`config.mk`:
```
export PLATFORM = sky130hd
export DESIGN_NAME = cpu_clk_ctrl
export DESIGN_NICKNAME = d
export VERILOG_FILES = /design/src/rtl/ccd_pkg.sv /design/src/rtl/ccd_regs.sv /design/src/rtl/ccd_src_sel.sv /design/src/rtl/ccd_holdoff.sv /design/src/rtl/ccd_divider.sv /design/src/rtl/cpu_clk_ctrl.sv
export SDC_FILE = /design/constraint.sdc
export NUM_CORES = 1
export LEC_CHECK = 0
export BUFFER_PORTS_ARGS = -buffer_cell sky130_fd_sc_hd__buf_2
export CELL_PAD_IN_SITES_DETAIL_PLACEMENT = 0
export CELL_PAD_IN_SITES_GLOBAL_PLACEMENT = 1
export CORE_MARGIN = 5
export CORE_UTILIZATION = 47
export DETAILED_ROUTE_END_ITERATION = 10
export PLACE_DENSITY = 0.82
export SYNTH_ARGS = -nofsm -noshare
export SYNTH_HDL_FRONTEND = slang
export SYNTH_SLANG_ARGS = --single-unit
```
`constraint.sdc`:
```
create_clock -name clk -period 4.1 [get_ports clk]
set_input_delay 1.025 -clock clk [delete_from_list [all_inputs] [get_ports clk]]
set_output_delay 1.025 -clock clk [all_outputs]
set_load 0.02 [all_outputs]
```
`src/rtl/ccd_pkg.sv`:
```
// Shared types for the CPU clock source and divider control.
package ccd_pkg;
    // Oscillator source codes; 00 is the crystal, the only source with the long hold-off.
    typedef enum logic [1:0] {
        SRC_XTAL = 2'b00,
        SRC_RC   = 2'b01,
        SRC_WDO  = 2'b10,
        SRC_EXT  = 2'b11
    } src_t;

    // Phases of the wake-up hold-off.
    typedef enum logic [1:0] {
        PH_OSC    = 2'b00,
        PH_SETTLE = 2'b01,
        PH_RUN    = 2'b10
    } hold_t;
endpackage

```
`src/rtl/ccd_regs.sv`:
```
// Trim/select and divider registers.
// The calibration field is loaded only on power-on reset. A system reset clears
// the control bits and the divider but keeps the calibration field.
// Assumes por_n and rst_n are synchronous and active low.
module ccd_regs #(
    parameter int REG_W = 8
) (
    input  logic             clk,
    input  logic             rst_n,
    input  logic             por_n,
    input  logic [REG_W-3:0] cal_value,
    input  logic             wr_en,
    input  logic             wr_sel,
    input  logic [REG_W-1:0] wr_data,
    output logic [REG_W-1:0] trim_q,
    output logic [REG_W-1:0] divm_q
);
    // Register update: power-on load, system reset clear, software write.
    always_ff @(posedge clk) begin
        if (!por_n) begin
            trim_q <= {2'b00, cal_value};
            divm_q <= '0;
        end else if (!rst_n) begin
            trim_q[REG_W-1:REG_W-2] <= 2'b00;
            divm_q                  <= '0;
        end else if (wr_en) begin
            if (wr_sel) divm_q <= wr_data;
            else        trim_q <= wr_data;
        end
    end
endmodule

```
`src/rtl/ccd_src_sel.sv`:
```
// Source selection. Picks the active oscillator strobe.
// A source change requested by the RC override is applied only when the
// divider reports a period boundary. The strobe of the switching cycle is dropped.
module ccd_src_sel
    import ccd_pkg::*;
(
    input  logic       clk,
    input  logic       rst_n,
    input  src_t       cfg_src,
    input  logic       rc_override,
    input  logic       at_boundary,
    input  logic       xtal_tick,
    input  logic       rc_tick,
    input  logic       wdo_tick,
    output src_t       act_src,
    output logic       act_tick
);
    localparam int NSRC = 4;

    logic [NSRC-1:0] tick_vec;
    src_t            req_src;
    logic            do_switch;

    // Map each source code to its strobe pin; the external clock shares the crystal pin.
    for (genvar gi = 0; gi < NSRC; gi++) begin : g_map
        if (gi == 1) begin : g_rc
            assign tick_vec[gi] = rc_tick;
        end else if (gi == 2) begin : g_wdo
            assign tick_vec[gi] = wdo_tick;
        end else begin : g_xtal
            assign tick_vec[gi] = xtal_tick;
        end
    end

    // Requested source and the boundary-qualified switch decision.
    always_comb begin
        req_src   = rc_override ? SRC_RC : cfg_src;
        do_switch = (req_src != act_src) && at_boundary;
        act_tick  = tick_vec[act_src] && !do_switch;
    end

    // Active source register.
    always_ff @(posedge clk) begin
        if (!rst_n)         act_src <= cfg_src;
        else if (do_switch) act_src <= req_src;
    end
endmodule

```
`src/rtl/ccd_holdoff.sv`:
```
// Wake-up hold-off. Counts active strobes up to a source-dependent limit, then
// waits a fixed number of system cycles before letting the divider run.
// Restarts on reset and on every wake request.
module ccd_holdoff
    import ccd_pkg::*;
#(
    parameter int LONG_HOLD     = 992,
    parameter int SHORT_HOLD    = 224,
    parameter int SETTLE_CYCLES = 16
) (
    input  logic clk,
    input  logic rst_n,
    input  logic wake,
    input  src_t act_src,
    input  logic act_tick,
    output logic run,
    output logic holding
);
    localparam int MAXH = (LONG_HOLD > SHORT_HOLD) ? LONG_HOLD : SHORT_HOLD;
    localparam int HW   = $clog2(MAXH + 1);
    localparam int SW   = $clog2(SETTLE_CYCLES + 1);

    hold_t          phase;
    logic [HW-1:0]  hcnt;
    logic [HW-1:0]  hlim;
    logic [SW-1:0]  scnt;

    // Last strobe count of the oscillator phase for the active source.
    always_comb begin
        hlim = (act_src == SRC_XTAL) ? HW'(LONG_HOLD - 1) : HW'(SHORT_HOLD - 1);
    end

    // Hold-off sequencing: oscillator count, settle count, run.
    always_ff @(posedge clk) begin
        if (!rst_n || wake) begin
            phase <= PH_OSC;
            hcnt  <= '0;
            scnt  <= '0;
        end else begin
            case (phase)
                PH_OSC: begin
                    if (act_tick) begin
                        if (hcnt == hlim) begin
                            phase <= PH_SETTLE;
                            scnt  <= '0;
                        end else begin
                            hcnt <= hcnt + HW'(1);
                        end
                    end
                end
                PH_SETTLE: begin
                    if (scnt == SW'(SETTLE_CYCLES - 1)) phase <= PH_RUN;
                    else                                scnt  <= scnt + SW'(1);
                end
                default: phase <= PH_RUN;
            endcase
        end
    end

    assign run     = (phase == PH_RUN);
    assign holding = !run;
endmodule

```
`src/rtl/ccd_divider.sv`:
```
// Even-factor divider. Makes one CPU enable per 2N active strobes, or one per
// strobe when N is 0. Also makes the half-rate peripheral enable and the
// toggling clock output.
// Assumes the divider value may change at any cycle.
module ccd_divider #(
    parameter int DIV_W = 8
) (
    input  logic             clk,
    input  logic             rst_n,
    input  logic             run,
    input  logic             act_tick,
    input  logic [DIV_W-1:0] divm,
    input  logic             clkout_en,
    output logic             cclk_en,
    output logic             pclk_en,
    output logic             clkout,
    output logic             at_boundary
);
    localparam int CW = DIV_W + 1;

    logic [CW-1:0] cnt;
    logic [CW-1:0] lim;
    logic          fire;
    logic          pphase;

    // Period limit 2N-1 and the fire decision; >= keeps a shrunk limit from stalling.
    always_comb begin
        lim  = {divm, 1'b0} - CW'(1);
        fire = run && act_tick && ((divm == '0) || (cnt >= lim));
    end

    // Strobe counter and registered enables.
    always_ff @(posedge clk) begin
        if (!rst_n) begin
            cnt     <= '0;
            cclk_en <= 1'b0;
            pclk_en <= 1'b0;
            pphase  <= 1'b0;
            clkout  <= 1'b0;
        end else begin
            if (!run)          cnt <= '0;
            else if (act_tick) cnt <= fire ? '0 : cnt + CW'(1);
            cclk_en <= fire;
            pclk_en <= fire && pphase;
            if (fire) pphase <= !pphase;
            if (!clkout_en) clkout <= 1'b0;
            else if (fire)  clkout <= !clkout;
        end
    end

    assign at_boundary = (cnt == '0);
endmodule

```
`src/rtl/cpu_clk_ctrl.sv`:
```
// Top of the CPU clock source and divider control.
// All oscillators arrive as enable strobes on clk. The outputs are enable
// pulses on clk plus a toggling clock-out level.
// Assumes cfg_src changes only while a reset is held.
module cpu_clk_ctrl
    import ccd_pkg::*;
#(
    parameter int REG_W         = 8,
    parameter int LONG_HOLD     = 992,
    parameter int SHORT_HOLD    = 224,
    parameter int SETTLE_CYCLES = 16
) (
    input  logic             clk,
    input  logic             rst_n,
    input  logic             por_n,
    input  logic [REG_W-3:0] cal_value,
    input  logic [1:0]       cfg_src,
    input  logic             xtal_tick,
    input  logic             rc_tick,
    input  logic             wdo_tick,
    input  logic             wake,
    input  logic             wr_en,
    input  logic             wr_sel,
    input  logic [REG_W-1:0] wr_data,
    output logic             cclk_en,
    output logic             pclk_en,
    output logic             clkout,
    output logic             holding,
    output logic [REG_W-3:0] trim_code
);
    localparam int RC_BIT  = REG_W - 1;
    localparam int OUT_BIT = REG_W - 2;

    logic             sys_rst_n;
    logic [REG_W-1:0] trim_q;
    logic [REG_W-1:0] divm_q;
    src_t             act_src;
    logic             act_tick;
    logic             at_boundary;
    logic             run;
    logic             clkout_en;

    assign sys_rst_n = rst_n && por_n;
    assign trim_code = trim_q[REG_W-3:0];
    assign clkout_en = trim_q[OUT_BIT] && (act_src != SRC_XTAL);

    ccd_regs #(.REG_W(REG_W)) u_regs (
        .clk       (clk),
        .rst_n     (rst_n),
        .por_n     (por_n),
        .cal_value (cal_value),
        .wr_en     (wr_en),
        .wr_sel    (wr_sel),
        .wr_data   (wr_data),
        .trim_q    (trim_q),
        .divm_q    (divm_q)
    );

    ccd_src_sel u_sel (
        .clk         (clk),
        .rst_n       (sys_rst_n),
        .cfg_src     (src_t'(cfg_src)),
        .rc_override (trim_q[RC_BIT]),
        .at_boundary (at_boundary),
        .xtal_tick   (xtal_tick),
        .rc_tick     (rc_tick),
        .wdo_tick    (wdo_tick),
        .act_src     (act_src),
        .act_tick    (act_tick)
    );

    ccd_holdoff #(
        .LONG_HOLD     (LONG_HOLD),
        .SHORT_HOLD    (SHORT_HOLD),
        .SETTLE_CYCLES (SETTLE_CYCLES)
    ) u_hold (
        .clk      (clk),
        .rst_n    (sys_rst_n),
        .wake     (wake),
        .act_src  (act_src),
        .act_tick (act_tick),
        .run      (run),
        .holding  (holding)
    );

    ccd_divider #(.DIV_W(REG_W)) u_div (
        .clk         (clk),
        .rst_n       (sys_rst_n),
        .run         (run),
        .act_tick    (act_tick),
        .divm        (divm_q),
        .clkout_en   (clkout_en),
        .cclk_en     (cclk_en),
        .pclk_en     (pclk_en),
        .clkout      (clkout),
        .at_boundary (at_boundary)
    );
endmodule

```
==> results of run 1 <==
-- path summary, 6_finish.rpt --
kind,endpoint,cells after the start
max,u_div.cnt[0],8
min reg2reg,u_regs.divm_q[5],2
max reg2reg,u_div.cnt[0],8
min,u_regs.divm_q[5],2
-- synthesized netlist by cell type, types with 4 or more instances --
cell type	instances	share of area, %
nor2_1	11	1.5
dfxtp_1	40	29
ha_1	14	6.4
xor2_1	5	1.6
o22ai_1	7	1.6
nand4_1	7	1.6
nand2_1	34	4.6
nand2b_1	7	1.6
o21ai_0	10	1.8
or4_1	4	1.1
clkbuf_1	10	1.4
or3_1	6	1.4
a21oi_1	18	3.3
inv_1	17	2.3
nor3_1	14	2.6
and2_1	5	1.1
a21o_1	4	1.1
xnor2_1	10	3.2
and3_1	5	1.1
mux2i_1	6	2.2
nand3_1	16	2.9
nor4_1	5	1.1
buf_4	6	1.6
edfxtp_1	8	8.7
-- through the flow --
| stage | instances | hold slack, ns | util [%] | area (µm²) | worst slack, ns |
|---|---|---|---|---|---|
| finish | 413 | 0.481 | 53.4 | 2990 | 1.21 |
| global route | 413 | 0.511 | 53.4 | 2990 | 1.04 |
| CTS | 413 | 0.486 | 53.4 | 2990 | 1.19 |
| detailed placement | 405 | 0.476 | 51.9 | 2910 | 1.11 |
| global placement | 405 | 0.452 | 51.9 | 2910 | 1.21 |
| floorplan | 318 | 0.438 | - | 2750 | 1.48 |
-- power groups by stage --
stage	Sequential, mW	Combinational (mW)	Clock, mW
final	0.496	0.105	0.271
after CTS	0.497	0.106	0.284
after floorplan	0.506	0.0821	0
after global routing	0.498	0.118	0.301
after detailed placement	0.508	0.106	0
after global placement	0.508	0.104	0
-- sequential cells by signal, summed over array words and instances, names as in the netlist --
signal	flops
u_div.cclk_en	1
u_div.clkout	1
u_div.cnt	9
u_div.pclk_en	1
u_div.pphase	1
u_hold.hcnt	10
u_hold.phase	2
u_hold.scnt	5
u_regs.divm_q	8
u_regs.trim_q	8
u_sel.act_src	2
-- critical path: cells and delay by family (launching register included) --
| family | cells | cell delay, ns |
|---|---|---|
| DFF | 1 | 0.36 |
| adders and majority gates | 1 | 0.29 |
| xor gates and xnor gates | 1 | 0.11 |
| and+or+nand+nor | 4 | 1.36 |
| AOI/OAI and AO/OA | 2 | 0.62 |
-- routing by layer --
metal  track usage [%]  part of all wire, %  vias to the layer above
met5                 0                    0                        -
met4              5.52                  1.6                        0
met3              2.57                  2.5                        7
met2              28.4                   49                       28
met1              22.2                   47                     1085
li1                  -                    -                     1210
-- cell type report --
class,instances,area (µm²),share of cell area [%]
clock buffers,7,76.3,2.55
multi-input cells,233,1540,51.4
well taps,72,90.1,3.01
repair buffers,35,178,5.93
clock inverters,1,5.00,0.167
inverters,17,63.8,2.13
flip-flops and latches,48,1040,34.8
-- cells by family after synthesis --
group                    share of synthesized area [%]
AO/OA/AOI/OAI                                     17.6
XOR/XNOR                                          4.78
adder cells (fa/ha/maj)                           6.38
buffers and inverters                             6.01
flip-flops                                        37.9
multiplexers                                      2.19
AND/OR/NAND/NOR                                   25.1
==> metrics.md, run 1 <==
| Metric | Value |
|---|---|
| Initial antenna violation count | 0 |
| Switching Power | 0.223 mW |
| IO Port Bufs | 34 |
| Mapped Cells | 318 |
| I/O pin count | 35 |
| Skew-Pair Late Insertion Delay | 0.30 ns |
| Clock sink count | 48 |
| Starting Density | about half |
| Worst slew margin | a little under a third |
| CTS H-Tree Depth | 2 |
| Worst-path cell chain | or4_1 > nor4_1 > xnor2_1 > ha_1 > nand3_1 > or3_1 > a211oi_2 > o22ai_1 |
| Layout filler cell count | 561 |
| Die Y | between 80 and 90 µm |
| Reg2Reg Launch Point | u_regs.divm_q[2] |
| Critical path class | register to register |
| Detailed Route WL | 5.86 mm |
| Crit path launch type | register |
| Vias in the first global route | 2232 |
| First-pass GRT wire length | 10.3 mm |
| Worst path slowest cell | or4_1 |
| Detail Route Antenna Nets | 0 |
| Status | finished, final reports clean |
| Leak | 1.20 nW |
| Area growth, synth to finish | 9.02% |
| Grt total ovfl | 0 |
| CTS hold repair buffers | 0 |
| Via/cell ratio | 5.64 |
| Die width | between 80 and 90 µm |
| Crit path largest cell delay | 0.59 ns |
| Worst hold path class | register to register |
| Final net count | 379 |
| Syn Area/Cell | roughly 8.6 µm² |
| Most common cell after layout, fill and taps aside | dfxtp_1 |
| Max-slew violations | 0 |
| Total track usage | 16.9% |
| Ys async rst share | 0% |
| Die ar. | 7470 µm² |
| WP data required | 4.26 ns |
| CTS tree | done |
| Seq pwr share | between 50% and 60% |
| Slew @ Worst Pin | 1.04 ns |
| Seq cells post-synth | 48 |
| Clock Skew | a little over 0.004 ns |
| CP max FO | 6 |
| Unrepaired setup endpoints after global routing | no |
| Clock power frac | between 30% and 40% |
| Tot Pwr | 0.873 mW |
| Post-Syn Nets | 357 |
| Ant diodes | 0 |
| Sequential area share after synthesis | 37.9% |
| CP Data Arrival Time | 3.05 ns |
| Pwr Density | about 290 nW/µm² |
| Fin. Hold Viols | 0 |
| Most frequent cells in the layout | 40 x dfxtp_1, 34 x nand2_1, 34 x buf_2 |
| Core area | 5610 µm² |
| Avg WL per Cell | 14.2 µm |
| Hold_sp | u_regs.divm_q[5] |
| CTS root buf | clkbuf_8 |
| Synth Warn # | 0 |
| Starting DRT DRC Count | 114 |
| Gpl congestion | around 0.82 |
| Core Rows | 27 |
| Worst setup path startpoint | u_regs.divm_q[2] |
| Comb pwr share | approximately an eighth |
| Peak supply drop | around 0.00017 V |
| Setup TNS | 0 ns |
| Yosys cell types | 57 |
| Maximum clock frequency | approximately 350 MHz |
| Main synth FF type | dfxtp_1 |
| DR DRC count | 0 |
| Clock Pin Slew Worst Setup and Hold Paths | approximately 0.080 ns |
| Mapped Area | 2750 µm² |
| Final worst-path cycle share | 70.4% |
| Post-synth EDFFs | 8 |
| Postcts setup bufs | 0 |
| Clock buffer count from CTS | 5 |
| Layout cells sized above 1 | between 10 and 15% |
| Final Setup Violations | 0 |
| Max-Cap Viols | 0 |
| Net Sw Frac | 25.6% |
| R2R Setup Slk | 1.21 ns |
| HPWL after DPL | 4.44 mm |
| Longest Clk Path Bufs | 2 |
| Via count | between 2000 and 2500 |
| CP Capture Type | register |
| Pint | 0.649 mW |
| Initial DRT Pass Iterations | 4 |
| Post_cts resized | 0 |
| Largest net degree at the start of global routing | 17 |
| Min Tclk post-route | 2.89 ns |
(Power assumes the default switching activity.)
==> run 2, diff against run 1 <==
- CORE_UTILIZATION: 47 -> 39
- PLACE_DENSITY: 0.82 -> 0.72
- clock period: 4.1 -> 2.5 ns (I/O delays scaled with it)
==> run 2 against run 1 <==
  * The run now ends with negative setup slack left
  * Combinational power rose by 110%
  * Total power increased by 71%
  * Clock-buffer cell count unchanged
  * Die area is 18% higher
  * Sequential cell count stayed put
  * Sequential share of layout area fell by 2.6 points
  * Via count increased by 4.3%
  * Clock power rose by 70%
  * Register-to-register slack got worse by 1.3 ns
  * Routed wire length grew 11%
  * Critical endpoint is now u_div.pphase
  * Largest power group unchanged
  * Highest routed layer unchanged
==> metrics.md, run 2 (synthesized netlist as in run 1, its figures left out) <==
| Metric | Value |
|---|---|
| Pwr Density | 460 nW/µm² |
| Clock sink count | between 40 and 50 |
| CP max FO | 6 |
| Starting Density | ~40% |
| Vias in the first global route | 2237 |
| Initial DRT Pass Iterations | 4 |
| Status | complete, but fails checks |
| Maximum clock frequency | 391 MHz |
| Most frequent cells in the layout | 39 x dfxtp_1, 34 x nand2_1, 34 x buf_2 |
| Biggest register | u_hold.hcnt |
| CP Data Arrival Time | 2.80 ns |
| CTS tree | done |
| Post-DP Area | 3150 µm² |
| Via/cell ratio | 5.28 |
| I/O pin count | 35 |
| Die ar. | 8820 µm² |
| Crit path launch type | register |
| Area growth, synth to finish | 18.1% |
| Initial antenna violation count | 0 |
| Starting DRT DRC Count | 77 |
| Detailed Route WL | 6.52 mm |
| WP data required | 2.74 ns |
| Core Rows | 30 |
| Slew @ Worst Pin | 0.439 ns |
| Max-Cap Viols | 0 |
| Detail Route Antenna Nets | 0 |
| Worst path slowest cell | or4_4 |
| Fin. Hold Viols | 0 |
| Grt total ovfl | 0 |
| Skew-Pair Late Insertion Delay | 0.30 ns |
| Final Non-Filler Cells | 460 |
| Failing checks | negative setup slack |
| CP Capture Type | register |
| CP bufs+invs | 0 |
| Worst-path cell chain | or4_4 > nor4_4 > xnor2_1 > ha_1 > nand3_2 > or3_4 > a211oi_4 > mux2i_1 |
| Leak | 1.33 nW |
| Avg WL per Cell | 14.2 µm |
| Largest net degree at the start of global routing | 16 |
| Min Tclk post-route | 2.56 ns |
| CTS root buf | clkbuf_8 |
| Critical path class | register to register |
| Crit path largest cell delay | 0.56 ns |
| Die width | 93.9 µm |
| Clock Skew | 0.00331 ns |
| Die Y | 93.9 µm |
| Worst slew margin | 70.5% |
| Unrepaired setup endpoints after global routing | yes |
| Final net count | 402 |
| Max reg flops | 10 |
| HPWL after DPL | 5.02 mm |
| Ant diodes | 0 |
| First-pass GRT wire length | 11.0 mm |
| Layout filler cell count | 703 |
| Top Registers | u_hold.hcnt (10), u_div.cnt (9) |
| Peak supply drop | 0.000226 V |
| IO Port Bufs | 34 |
| Via count | ~2400 |
| Gpl congestion | 0.814 |
| Most common cell after layout, fill and taps aside | dfxtp_1 |
| Layout cells sized above 1 | between 20 and 25% |
| Final Setup Violations | 5 |
| CTS H-Tree Depth | 2 |
| Core area | a little under 7000 µm² |
| Family with the most delay on the worst path | simple AND/OR/NAND/NOR gates |
| Total track usage | 15.8% |
| Tot Pwr | between 1 and 1.5 mW |
| Crit path setup slack, layout | -0.0587 ns |
| Post-route cell area | 3240 µm² |
| Clock Pin Slew Worst Setup and Hold Paths | 0.09 ns |
| Final worst-path cycle share | 102% |
| Clock buffer count from CTS | 5 |
| Inst Count DP | about 450 |
| Longest Clk Path Bufs | 2 |
| CTS hold repair buffers | 0 |
| DR DRC count | 0 |
| Max-slew violations | 0 |
| Worst hold path class | register to register |
-- run 2: worst reg2reg max path: cells and delay by family, from the launching register on --
family,cells,cell delay (ns)
flip-flops,1,0.33
AND/OR/NAND/NOR,4,1.17
adder cells (fa/ha/maj),1,0.31
AO/OA/AOI/OAI,1,0.37
multiplexers,1,0.23
XOR/XNOR,1,0.10
-- run 2: what timing repair did --
item,in CTS,in global routing
buffers inserted,0,0
setup endpoints to repair,13,13
gates resized for setup,2,1
endpoints found under the hold margin,0,0
pin swaps,6,1
-- run 2: through the flow --
step | hold slack (ns) | setup TNS, ns | util, % | setup slack, ns
after detailed placement | 0.465 | -0.975 | 46.2 | -0.164
final | 0.479 | -0.141 | 47.5 | -0.0587
after global routing | 0.508 | -2.02 | 47.5 | -0.204
after global placement | 0.447 | -0.295 | 46.2 | -0.0669
after floorplan | 0.438 | -0.0238 | - | -0.00340
after CTS | 0.481 | -0.276 | 47.4 | -0.0816
-- run 2: where the power goes --
| group | switching, mW | internal (mW) |
|---|---|---|
| sequential | 0.00642 | 0.803 |
| combinational | 0.127 | 0.0935 |
| clock | 0.265 | 0.197 |
| total | 0.398 | 1.09 |
-- run 2: path summary, 6_finish.rpt --
path,startpoint,end,slack (ns),cells after the start
max,u_regs.divm_q[5],u_div.pphase,-0.06,8
max reg2reg,u_regs.divm_q[5],u_div.pphase,-0.06,8
min,u_div.pphase,u_div.pphase,0.48,2
min reg2reg,u_div.pphase,u_div.pphase,0.48,2
-- run 2: per-layer routing --
layer | vias up | GRT usage, % | share of wire (%) | wire, µm
li1 | 1252 | - | - | -
met1 | 1130 | 22.9 | 52 | 3420
met2 | 40 | 23.2 | 42 | 2750
met3 | 8 | 3.04 | 3.9 | 254
met4 | 0 | 5.66 | 1.4 | 93
met5 | - | 0 | 0 | 0
-- run 2: layout make-up --
type                            count  area [µm²]  share of cell area (%)
Timing Repair Buffer               58         350                    10.8
Clock buffer                        7        76.3                    2.35
Sequential cell                    48        1040                    32.1
Inverter                           17        63.8                    1.97
Multi-Input combinational cell    233        1590                    48.9
Tap cell                           96         120                    3.70
Clock inverter                      1        5.00                   0.154
==> run 3, diff against run 2 <==
- CELL_PAD_IN_SITES_DETAIL_PLACEMENT: 0 -> 1
==> run 3 against run 2 <==
  * The flow still finishes with violations (negative setup slack)
  * Total power grew 1.7%
  * Via count grew 1.7%
  * Sequential cell count is the same
  * Design area grew 0.54%
  * Register-to-register slack lost 0.02 ns
  * Clock-buffer cell count shrank 1
  * Core utilization grew 0.26 points
  * Routed wire length grew 10%
  * Non-clock buffer count is the same
==> metrics.md, run 3 (synthesized netlist as in run 1, its figures left out) <==
| Metric | Value |
|---|---|
| Final net count | between 400 and 500 |
| Starting Density | 40.2% |
| Detailed Route WL | 7.20 mm |
| Final worst-path cycle share | 103% |
| CP Data Arrival Time | 2.76 ns |
| First-pass GRT wire length | approximately 12 mm |
| CP Capture Type | register |
| Clock Skew | 0.00488 ns |
| Pwr Density | approximately 460 nW/µm² |
| Clock buffer count from CTS | 5 |
| Crit path largest cell delay | 0.57 ns |
| Worst slew margin | approximately 67% |
| Via count | 2472 |
| CP max FO | 6 |
| Via/cell ratio | around 5.4 |
| Core area | slightly below 7000 µm² |
| Critical Path End | u_div.cnt[1] |
| Worst setup path startpoint | u_regs.divm_q[4] |
| CTS H-Tree Depth | 2 |
| Avg WL per Cell | ~16 µm |
| Clock Pin Slew Worst Setup and Hold Paths | 0.10 ns |
| Min Tclk post-route | about 2.6 ns |
| Post-route cell area | roughly 3300 µm² |
| Layout filler cell count | 828 |
| Crit path setup slack, layout | -0.0836 ns |
| Clock power frac | between 30% and 40% |
| Largest net degree at the start of global routing | 16 |
| Vias in the first global route | 2489 |
| Max-Cap Viols | 0 |
| IO Port Bufs | 34 |
| Most common cell after layout, fill and taps aside | dfxtp_1 |
| Critical path class | register to register |
| Seq pwr share | 53.4% |
| Unrepaired setup endpoints after global routing | yes |
| Starting DRT DRC Count | 84 |
| Ant diodes | 0 |
| Comb pwr share | between 10 and 15% |
| Final Setup Violations | 11 |
| Gpl congestion | a little over 0.8 |
| Area growth, synth to finish | 18.7% |
| Skew-Pair Late Insertion Delay | 0.30 ns |
| Die ar. | ~8800 µm² |
| CTS hold repair buffers | 0 |
| Utilization after layout | 47.7% |
| Max-slew violations | 0 |
| Crit path launch type | register |
| Worst r2r dst | u_div.cnt[1] |
| Fin. Hold Viols | 0 |
| Status | complete, but fails checks |
| DR DRC count | 0 |
| Post-DP Area | about 3200 µm² |
| Final Non-Filler Cells | 460 |
| Grt total ovfl | 0 |
| Failing checks | negative setup slack |
| Peak supply drop | 0.000214 V |
| R2R cell count | 8 |
| Die width | 93.9 µm |
| Layout cells sized above 1 | 23.1% |
| Initial DRT Pass Iterations | 4 |
| Reg2Reg Launch Point | u_regs.divm_q[4] |
| Inst Count DP | 452 |
| Core Rows | 30 |
| Most frequent cells in the layout | 39 x dfxtp_1, 34 x nand2_1, 34 x buf_2 |
| Max reg flops | 10 |
| Leak | 1.34 nW |
| Initial antenna violation count | 0 |
| Total track usage | 17.6% |
| I/O pin count | 35 |
| Worst path slowest cell | or4_4 |
| Slew @ Worst Pin | 0.490 ns |
| Min-Delay Path Depth | 2 |
| Net Sw Frac | around 28% |
| Multi-input logic area | 1600 µm² |
| Clock sink count | 48 |
| CTS tree | done |
| R2R Setup Slk | -0.08 ns |
| HPWL after DPL | 5.55 mm |
| Worst hold path class | register to register |
| Switching Power | 0.418 mW |
| WP data required | ~2.7 ns |
| Pint | around 1.1 mW |
| Detail Route Antenna Nets | 0 |
| Tot Pwr | 1.52 mW |
| Biggest register | u_hold.hcnt |
| Worst-path cell chain | or4_4 > nor2_2 > xnor2_1 > ha_1 > nand3_2 > or3_4 > a211oi_4 > o32ai_1 |
| Die Y | ~94 µm |
| Hold_ws | 0.479 ns |
| Sequential Area | 1040 µm² |
| CTS root buf | clkbuf_8 |
| Top Registers | u_hold.hcnt (10), u_div.cnt (9) |
| Maximum clock frequency | around 390 MHz |
| Longest Clk Path Bufs | 2 |
-- run 3: cell types whose count changed in the layout (fill, tap and decap cells not counted), sizes merged --
cell    delta
clkbuf     -1
inv        +1
-- run 3: repair_timing --
item | CTS | global route
gates resized for setup | 3 | 3
setup buffers | 0 | 0
pin swaps | 7 | 4
endpoints found under the setup margin | 13 | 13
-- run 3: critical path: cells and delay by family (launching register included) --
kind,cells,cell delay (ns)
AND/OR/NAND/NOR,4,1.15
AO/OA/AOI/OAI,2,0.55
adder cells (fa/ha/maj),1,0.35
flip-flops,1,0.33
XOR/XNOR,1,0.08
-- run 3: through the flow --
stage	worst slack (ns)	TNS, ns
2_1_floorplan	-0.00340	-0.0238
3_3_place_gp	-0.0669	-0.295
3_5_place_dp	-0.170	-0.807
4_1_cts	-0.0957	-0.418
5_1_grt	-0.189	-1.94
6_report	-0.0836	-0.371
-- run 3: per-layer routing --
metal  global-route usage (%)  share of wire (%)  vias to the layer above
li1                         -                  -                     1252
met1                     24.3                 51                     1183
met2                     28.6                 45                       31
met3                     3.53                2.9                        6
met4                     3.61               0.87                        0
met5                        0                  0                        -
-- run 3: worst min path at each step --
stage                       from           end
floorplan           u_div.pphase  u_div.pphase
global placement    u_div.pphase  u_div.pphase
detailed placement  u_div.pphase  u_div.pphase
global route        u_div.pphase  u_div.pphase
CTS                 u_div.pphase  u_div.pphase
finish              u_div.pphase  u_div.pphase
-- run 3: final cells by class --
type                            instances  area share, %
Clock buffer                            6           2.23
Clock inverter                          2          0.460
Inverter                               17           1.96
Multi-Input combinational cell        233           49.0
Sequential cell                        48           32.0
Tap cell                               96           3.68
Timing Repair Buffer                   58           10.7
-- run 3: power groups by stage --
| stage | clock network, mW | logic (mW) | registers (mW) |
|---|---|---|---|
| floorplan | 0 | 0.141 | 0.830 |
| global placement | 0 | 0.217 | 0.827 |
| detailed placement | 0 | 0.222 | 0.827 |
| CTS | 0.499 | 0.226 | 0.810 |
| global route | 0.533 | 0.250 | 0.812 |
| finish | 0.480 | 0.227 | 0.810 |
